File: config.mk
export PLATFORM = sky130hd
export DESIGN_NAME = fir_bitplane_front
export DESIGN_NICKNAME = d
export VERILOG_FILES = /design/src/rtl/fbp_pkg.sv /design/src/rtl/fbp_delay_line.sv /design/src/rtl/fbp_lane_stage.sv /design/src/rtl/fbp_transpose.sv /design/src/rtl/fbp_fill_ctrl.sv /design/src/rtl/fir_bitplane_front.sv
export SDC_FILE = /design/constraint.sdc
export NUM_CORES = 1
export LEC_CHECK = 0
export BUFFER_PORTS_ARGS = -buffer_cell sky130_fd_sc_hd__buf_2
export CORE_ASPECT_RATIO = 1.5
export CORE_UTILIZATION = 40
export CTS_BUF_LIST = sky130_fd_sc_hd__clkbuf_4
export DETAILED_ROUTE_END_ITERATION = 8
export HOLD_SLACK_MARGIN = 0.03
export PLACE_DENSITY = 0.58
export SYNTH_ARGS = -nofsm -noshare
export SYNTH_HDL_FRONTEND = slang
export SYNTH_SLANG_ARGS = --single-unit
File: constraint.sdc
create_clock -name clk -period 2.4 [get_ports clk]
set_clock_uncertainty 0.05 [all_clocks]
set_input_delay 0.48 -clock clk [delete_from_list [all_inputs] [get_ports clk]]
set_output_delay 0.48 -clock clk [all_outputs]
set_load 0.01 [all_outputs]
File: src/rtl/fbp_pkg.sv
package fbp_pkg;
    typedef enum logic [0:0] {
        ST_FILL = 1'b0,
        ST_RUN  = 1'b1
    } fill_state_t;
endpackage

File: src/rtl/fbp_delay_line.sv
module fbp_delay_line #(
    parameter int W = 8,
    parameter int N = 7
) (
    input  logic           clk,
    input  logic           rst,
    input  logic [W-1:0]   din,
    output logic [N*W-1:0] taps_o
);
    logic [W-1:0] stage [N];

    always_ff @(posedge clk) begin
        if (rst) begin
            for (int k = 0; k < N; k++) stage[k] <= '0;
        end else begin
            stage[0] <= din;
            for (int k = 1; k < N; k++) stage[k] <= stage[k-1];
        end
    end

    for (genvar g = 0; g < N; g++) begin : g_flat
        assign taps_o[g*W +: W] = stage[g];
    end
endmodule

File: src/rtl/fbp_lane_stage.sv
module fbp_lane_stage #(
    parameter int B   = 8,
    parameter int N   = 7,
    parameter bit SYM = 1'b1,
    parameter bit SGN = 1'b1,
    localparam int LANES = SYM ? (N + 1) / 2 : N,
    localparam int LW    = SYM ? B + 1 : B
) (
    input  logic               clk,
    input  logic               rst,
    input  logic [N*B-1:0]     taps_i,
    output logic [LANES*LW-1:0] lanes_o
);
    localparam int PAIRS = N / 2;

    logic [LW-1:0] lane_d [LANES];

    if (SYM) begin : g_fold
        for (genvar i = 0; i < PAIRS; i++) begin : g_pair
            logic [B-1:0] near_t, far_t;
            logic [B:0]   near_x, far_x;
            assign near_t = taps_i[i*B +: B];
            assign far_t  = taps_i[(N-1-i)*B +: B];
            assign near_x = {SGN & near_t[B-1], near_t};
            assign far_x  = {SGN & far_t[B-1], far_t};
            assign lane_d[i] = near_x + far_x;
        end
        if (N % 2 == 1) begin : g_centre
            logic [B-1:0] mid_t;
            assign mid_t = taps_i[PAIRS*B +: B];
            assign lane_d[PAIRS] = {SGN & mid_t[B-1], mid_t};
        end
    end else begin : g_plain
        for (genvar i = 0; i < N; i++) begin : g_tap
            assign lane_d[i] = taps_i[i*B +: B];
        end
    end

    always_ff @(posedge clk) begin
        if (rst) begin
            lanes_o <= '0;
        end else begin
            for (int i = 0; i < LANES; i++) lanes_o[i*LW +: LW] <= lane_d[i];
        end
    end
endmodule

File: src/rtl/fbp_transpose.sv
module fbp_transpose #(
    parameter int LW    = 9,
    parameter int LANES = 4
) (
    input  logic [LANES*LW-1:0] lanes_i,
    output logic [LW*LANES-1:0] words_o
);
    for (genvar b = 0; b < LW; b++) begin : g_word
        for (genvar i = 0; i < LANES; i++) begin : g_bit
            assign words_o[b*LANES + i] = lanes_i[i*LW + b];
        end
    end
endmodule

File: src/rtl/fbp_fill_ctrl.sv
module fbp_fill_ctrl #(
    parameter int N = 7
) (
    input  logic clk,
    input  logic rst,
    output logic valid_o
);
    import fbp_pkg::*;

    localparam int CW = $clog2(N + 1);

    fill_state_t state, state_nxt;
    logic [CW-1:0] fill_cnt, fill_cnt_nxt;

    always_comb begin
        state_nxt    = state;
        fill_cnt_nxt = fill_cnt;
        unique case (state)
            ST_FILL: begin
                fill_cnt_nxt = fill_cnt + 1'b1;
                if (fill_cnt == CW'(N - 1)) state_nxt = ST_RUN;
            end
            ST_RUN: begin
                state_nxt = ST_RUN;
            end
        endcase
    end

    always_ff @(posedge clk) begin
        if (rst) begin
            state    <= ST_FILL;
            fill_cnt <= '0;
        end else begin
            state    <= state_nxt;
            fill_cnt <= fill_cnt_nxt;
        end
    end

    always_ff @(posedge clk) begin
        if (rst) valid_o <= 1'b0;
        else     valid_o <= (state == ST_RUN);
    end
endmodule

File: src/rtl/fir_bitplane_front.sv
module fir_bitplane_front #(
    parameter int SAMPLE_W  = 8,
    parameter int TAPS      = 7,
    parameter bit SYMMETRIC = 1'b1,
    parameter bit IS_SIGNED = 1'b1
) (
    input  logic clk,
    input  logic rst,
    input  logic [SAMPLE_W-1:0] sample_i,
    output logic [(SYMMETRIC ? (SAMPLE_W+1)*((TAPS+1)/2) : SAMPLE_W*TAPS)-1:0] planes_o,
    output logic valid_o
);
    localparam int LANES = SYMMETRIC ? (TAPS + 1) / 2 : TAPS;
    localparam int LW    = SYMMETRIC ? SAMPLE_W + 1 : SAMPLE_W;

    logic [TAPS*SAMPLE_W-1:0] taps;
    logic [LANES*LW-1:0]      lanes;

    fbp_delay_line #(.W(SAMPLE_W), .N(TAPS)) u_line (
        .clk(clk), .rst(rst), .din(sample_i), .taps_o(taps)
    );

    fbp_lane_stage #(.B(SAMPLE_W), .N(TAPS), .SYM(SYMMETRIC), .SGN(IS_SIGNED)) u_lanes (
        .clk(clk), .rst(rst), .taps_i(taps), .lanes_o(lanes)
    );

    fbp_transpose #(.LW(LW), .LANES(LANES)) u_xpose (
        .lanes_i(lanes), .words_o(planes_o)
    );

    fbp_fill_ctrl #(.N(TAPS)) u_fill (
        .clk(clk), .rst(rst), .valid_o(valid_o)
    );
endmodule

==> metrics, run 1 <==
leakage=1.81 nW; Root Driver=clkbuf_4; Final HPWL DP=3890 µm; Seq pwr share=61.8%; # hold bufs at CTS=0; CP arrival=about 2.3 ns; fin worst setup slack=0.386 ns; port bufs=46; WP data required=2.68 ns; Net Sw Frac=22.8%; proportion of layout cells with a drive suffix above 1=17.4%; GRT overflow=0; Max-slew headroom=73.3%; total vias in the final route=2325; Placed Cells=about 460; CP startpoint kind=register; commonest cells after routing, fill and taps aside=dfxtp_1 (88), nor2b_1 (68), buf_2 (46); area of the multi-input gates=1590 µm²; Fmax=496 MHz; Post-Syn Nets=roughly 370; Crit Path Max Fanout=3; pwr dens=636 nW/µm²; total power=2.47 mW; Int Pwr=1.91 mW; CTS buffer count=9; drt pass-1 iters=6; clk_lat worst skew=0.43 ns; IO Count=47; Max Transition Viols Final=0; endpoints failing hold=0; RR Startpoint=u_line.stage[0][8]; CTS clk-pin slew, worst paths=0.12 ns; Via density=4.83; sequential cell area=1760 µm²; HP Class=primary input to register; die height=116 µm; WL final=5760 µm; initial antenna violation count=1; Synth area leader=dfxtp_1; Tcrit/Tclk final=approximately 84%; Distinct cells, synth=48; CTS resizes=0; synthesized flop and latch total=a little under 90; combinational power share=under 10%; global-route wire length before repair=9270 µm; critical path, cell by cell=ha_1 -> fa_1 -> a211oi_1 -> nor2_1 -> o31a_1 -> o41ai_2; Synth Flop Type=dfxtp_1; global-route usage over all layers=13.5%; Crit. Startpoint=u_line.stage[0][8]; initial core utilization=41.3%; sequential fraction of the synthesis area=50.7%; count of non-filler cells in the finished layout=481; Worst Reg2Reg Path Length in Cells=6; CTS tree=built; internal reg-to-reg setup slack=0.39 ns; worst slack at placement=0.400 ns; vias in the first global route=2097; Max stage delay on crit path=0.43 ns; largest net degree at the start of global routing=103; number of buffers added for setup after CTS=0; maxcap violations=0; Setup TNS=0 ns; Final setup viols=0; reg-to-reg endpoint=u_lanes.lanes_o[17]; DRC=0; Final min period=2.01 ns; area of the core=8410 µm²; filler cell count=848; status=finished clean; ys async rst share=0%; final net count=407; Worst setup EP type=register; Clk pwr share=32.1%; Synth Area per Inst=10.5 µm²; Slowest cell on crit path=fa_1; largest cells by area after synthesis=dfxtp_1 (51%), nor2b_1 (12%), ha_1 (9.4%); DR WL/cell=approximately 12 µm; row cnt=41; Longest Clk Path Bufs=2; Tightest Pin Transition=0.390 ns; post-route ant nets=0; die area=roughly 9100 µm²; CP endpoint=u_lanes.lanes_o[17]; CTS sink cnt=88; Yosys top cell area share=50.7%; DRT iter0 DRCs=88; Sw Pwr=roughly 0.56 mW; CTS H-tree lvls=3; Die Wd=about 78 µm; Syn-to-layout area delta=11.7%; Mapped Cells=330; critical path type=register to register; most common cell after layout, fill and taps aside=dfxtp_1; RD Place Congestion=0.824; RSZ-0062 raised after global routing=false; worst IR drop on VDD=0.000253 V; Yosys warning total=0; Mapped Area=3470 µm²; final core occ=between 40% and 50%; EDFF count, synth=0
## power by group through the flow
stage	Sequential [mW]	Combinational (mW)	Clock, mW
after CTS	1.53	0.155	0.823
after global placement	1.56	0.152	0
after detailed placement	1.56	0.155	0
after global routing	1.53	0.174	0.874
after floorplan	1.56	0.103	0
final	1.52	0.152	0.791
## per-layer routing
| metal | global-route usage [%] | vias to the layer above | share of wire [%] | routed length, µm |
|---|---|---|---|---|
| met1 | 15.2 | 1085 | 46 | 2650 |
| met5 | 0 | - | 0 | 0 |
| met4 | 9.26 | 0 | 2.3 | 134 |
| li1 | - | 1193 | - | - |
| met3 | 3.13 | 11 | 2.7 | 158 |
| met2 | 22.7 | 36 | 49 | 2810 |
## metrics by stage
step | hold WS (ns) | area, µm²
finish | 0.203 | 3880
detailed placement | 0.373 | 3750
floorplan | 0.364 | 3470
global route | 0.198 | 3880
global placement | 0.367 | 3750
CTS | 0.177 | 3880
## area by class of cell
type,instances,share of cell area (%)
flip-flops and latches,88,45.4
multi-input cells,218,40.9
repair buffers,47,6.45
well taps,107,3.45
clock buffers,11,2.13
clock inverters,5,1.23
inverters,4,0.387
diodes,1,0.0645
## kinds of logic after synthesis
| logic type | count (synthesis) | share of synthesized area, % |
|---|---|---|
| muxes | 2 | 0.612 |
| AOI/OAI and AO/OA | 48 | 10.3 |
| DFF | 88 | 50.7 |
| buffers and inverters | 24 | 3.64 |
| adders and majority gates | 29 | 11.1 |
| and+or+nand+nor | 133 | 22.1 |
| xor gates and xnor gates | 6 | 1.51 |
## Yosys cell counts (3+ instances only)
library cell,count
buf_4,9
nand2b_1,3
xnor2_1,4
a211oi_1,9
nor4b_1,3
nand2_1,9
clkbuf_1,9
a21o_1,6
ha_1,26
o21bai_1,3
nor3b_1,5
o21ai_1,3
inv_1,4
a21oi_1,6
or3_1,4
nor2_1,25
fa_1,3
nor2b_1,68
nor3_1,6
dfxtp_1,88
## registers in the layout, summed over array words and instances, names as in the netlist
signal           count
u_line.stage        49
u_fill.valid_o       1
u_lanes.lanes_o     34
u_fill.fill_cnt      3
u_fill.state         1
## worst min-delay path by stage
stage                         from                  end  slack, ns  cells after the start
3_3_place_gp   u_line.stage[0][27]  u_lanes.lanes_o[30]       0.37                      1
2_1_floorplan  u_line.stage[0][24]  u_lanes.lanes_o[27]       0.36                      1
3_5_place_dp   u_line.stage[0][29]  u_lanes.lanes_o[32]       0.37                      1
5_1_grt                sample_i[3]   u_line.stage[0][3]       0.20                      2
4_1_cts                sample_i[1]   u_line.stage[0][1]       0.18                      2
6_report               sample_i[1]   u_line.stage[0][1]       0.20                      2
## critical path: cells and delay by family, from the launching register on
kind                     cells  cell delay [ns]
AO/OA/AOI/OAI                3             0.76
AND/OR/NAND/NOR              1             0.12
adder cells (fa/ha/maj)      2             0.66
flip-flops                   1             0.33
Note: power is estimated with default switching activity, not from simulation.
==> inputs of run 2 (changes only) <==
Settings changed: PLACE_DENSITY 0.58 to 0.6.
Clock period 2.4 ns to 1.8 ns, I/O delays scaled along.
==> run 2 against run 1 <==
Effect of this change:
- hold slack worse by 0.11 ns
- setup slack worse by 0.33 ns
- sequential share of layout area shrank 2.4 points
- power up 27%
- maximum frequency rose by 15%
- via count rose by 1.2%
- global-route usage rose by 0.56 points
- combinational power increased by 46%
- critical path type unchanged
- largest power group unchanged
- highest routed layer unchanged
==> metrics, run 2 (synthesized netlist as in run 1, its figures left out) <==
global-route usage over all layers=14.1% (was 13.5%); post-route ant nets=0 (unchanged); Max Transition Viols Final=0 (unchanged); Tightest Pin Transition=0.324 ns (was 0.390 ns); status=finished clean (unchanged); Tcrit/Tclk final=97.0% (was 83.9%); CP startpoint kind=register (unchanged); die height=116 µm (unchanged); CP arrival=2.03 ns (was 2.29 ns); Sw Pwr=0.752 mW (was 0.562 mW); proportion of layout cells with a drive suffix above 1=28.7% (was 17.4%); Seq pwr share=64.7% (was 61.8%); largest register by flop count=u_line.stage (unchanged); CTS clk-pin slew, worst paths=0.13 ns (was 0.12 ns); Worst setup EP type=register (unchanged); Longest Clk Path Bufs=2 (unchanged); initial core utilization=41.3% (unchanged); die area=9070 µm² (unchanged); largest net degree at the start of global routing=74 (was 103); fin worst setup slack=0.0545 ns (was 0.386 ns); Hold Path Depth=2 (unchanged); endpoints failing hold=0 (unchanged); commonest cells after routing, fill and taps aside=dfxtp_1 (78), nor2b_1 (68), buf_2 (46) (was dfxtp_1 (88), nor2b_1 (68), buf_2 (46)); Syn-to-layout area delta=18.7% (was 11.7%); max reg flops=49 (unchanged); row cnt=41 (unchanged); RSZ-0062 raised after global routing=true (was false); most common cell after layout, fill and taps aside=dfxtp_1 (unchanged); port bufs=46 (unchanged); RR Startpoint=u_line.stage[0][40] (was u_line.stage[0][8]); total vias in the final route=2353 (was 2325); pwr dens=763 nW/µm² (was 636 nW/µm²); reg-to-reg endpoint=u_lanes.lanes_o[17] (unchanged); CTS tree=built (unchanged); # hold bufs at CTS=0 (unchanged); combinational power share=7.1% (was 6.2%); internal reg-to-reg setup slack=0.05 ns (was 0.39 ns); HP Class=primary input to register (unchanged); vias in the first global route=2208 (was 2097); critical path type=register to register (unchanged); Fmax=573 MHz (was 496 MHz); Final HPWL DP=4120 µm (was 3890 µm); Final setup viols=0 (unchanged); drt pass-1 iters=4 (was 6); Int Pwr=2.39 mW (was 1.91 mW); initial antenna violation count=0 (was 1); Die Wd=78.1 µm (unchanged); Via density=4.72 (was 4.83); maxcap violations=0 (unchanged); DRT iter0 DRCs=68 (was 88); Final min period=1.75 ns (was 2.01 ns); biggest regs=u_line.stage x49, u_lanes.lanes_o x34, u_fill.fill_cnt x3 (unchanged); Hold Startpoint=sample_i[1] (unchanged); Setup TNS=0 ns (unchanged); WP data required=2.08 ns (was 2.68 ns); count of non-filler cells in the finished layout=498 (was 481); Net Sw Frac=23.9% (was 22.8%); CTS sink cnt=88 (unchanged); clk_lat worst skew=0.42 ns (was 0.43 ns); DRC=0 (unchanged); hold-critical path endpoint=u_line.stage[0][1] (unchanged); worst IR drop on VDD=0.000309 V (was 0.000253 V); filler cell count=858 (was 848); DR WL/cell=11.9 µm (was 12.0 µm); Crit Path Max Fanout=2 (was 3); Max-slew headroom=78.3% (was 73.3%); Placed Cells=479 (was 464); WL final=5950 µm (was 5760 µm); leakage=1.90 nW (was 1.81 nW); worst slack at placement=-0.111 ns (was 0.400 ns); cell area after layout=4120 µm² (was 3880 µm²); CTS buffer count=9 (unchanged); global-route wire length before repair=9670 µm (was 9270 µm); CTS H-tree lvls=3 (unchanged); Clk pwr share=28.2% (was 32.1%); Worst Reg2Reg Path Length in Cells=6 (unchanged); final net count=424 (was 407); Root Driver=clkbuf_4 (unchanged); GRT overflow=0 (unchanged); area of the core=8410 µm² (unchanged); dpl cell area=3870 µm² (was 3750 µm²); RD Place Congestion=0.835 (was 0.824); IO Count=47 (unchanged); Hold Worst Slack=0.0897 ns (was 0.203 ns)
run 2: changes by cell type in the layout (fill, tap and decap cells not counted), moves of 4 or more:
cell / delta
dfxtp_1: -10
ha_4: +5
a211oi_2: +4
buf_4: +17
a211oi_1: -4
ha_1: -6
dfxtp_2: +10
run 2: metrics by stage:
step	total power, mW	util (%)
3_3_place_gp	2.29	46.0
5_1_grt	3.30	49.0
2_1_floorplan	2.22	-
6_report	3.14	49.0
4_1_cts	3.19	48.0
3_5_place_dp	2.29	46.0
run 2: worst max path at each step:
stage	end	start	slack (ns)	depth (start not counted)
floorplan	u_lanes.lanes_o[8]	u_line.stage[0][0]	0.02	6
global placement	u_lanes.lanes_o[8]	u_line.stage[0][0]	-0.08	6
detailed placement	u_lanes.lanes_o[8]	u_line.stage[0][0]	-0.11	6
CTS	u_lanes.lanes_o[17]	u_line.stage[0][40]	-0.09	6
global route	u_lanes.lanes_o[8]	u_line.stage[0][48]	-0.1	6
finish	u_lanes.lanes_o[17]	u_line.stage[0][40]	0.05	6
run 2: layout make-up:
cell class / instances / area [µm²] / share of cell area [%]
Timing Repair Buffer: 64 / 378 / 9.17
Multi-Input combinational cell: 218 / 1720 / 41.7
Antenna cell: 1 / 2.50 / 0.0607
Inverter: 4 / 15.0 / 0.364
Clock buffer: 10 / 75.1 / 1.82
Tap cell: 107 / 134 / 3.25
Sequential cell: 88 / 1770 / 43.0
Clock inverter: 6 / 26.3 / 0.637
run 2: power groups by stage:
stage / Combinational, mW / Sequential, mW / Clock, mW
floorplan: 0.138 / 2.08 / 0
global placement: 0.213 / 2.08 / 0
detailed placement: 0.217 / 2.08 / 0
CTS: 0.221 / 2.03 / 0.937
global route: 0.250 / 2.04 / 1.01
finish: 0.222 / 2.04 / 0.886
run 2: worst max-delay path, cell delays in order (launching register included):
cell and delay (ns):
dfxtp_2 0.36, ha_4 0.16, fa_2 0.35, a211oi_2 0.22
nor2_2 0.07, o31a_1 0.27, o41ai_2 0.19
run 2: timing repair:
| action | 4_1_cts | 5_1_grt |
|---|---|---|
| setup endpoints to repair | 8 | 9 |
| setup buffers | 2 | 0 |
| pin swaps | 8 | 15 |
| resized for setup | 14 | 19 |
run 2: routing by layer:
metal / wire length (µm) / up-vias / global-route usage (%)
met2: 2890 / 47 / 23.7
met3: 189 / 16 / 2.89
met5: 0 / - / 0
met1: 2680 / 1061 / 16.0
li1: - / 1229 / -
met4: 184 / 0 / 9.88
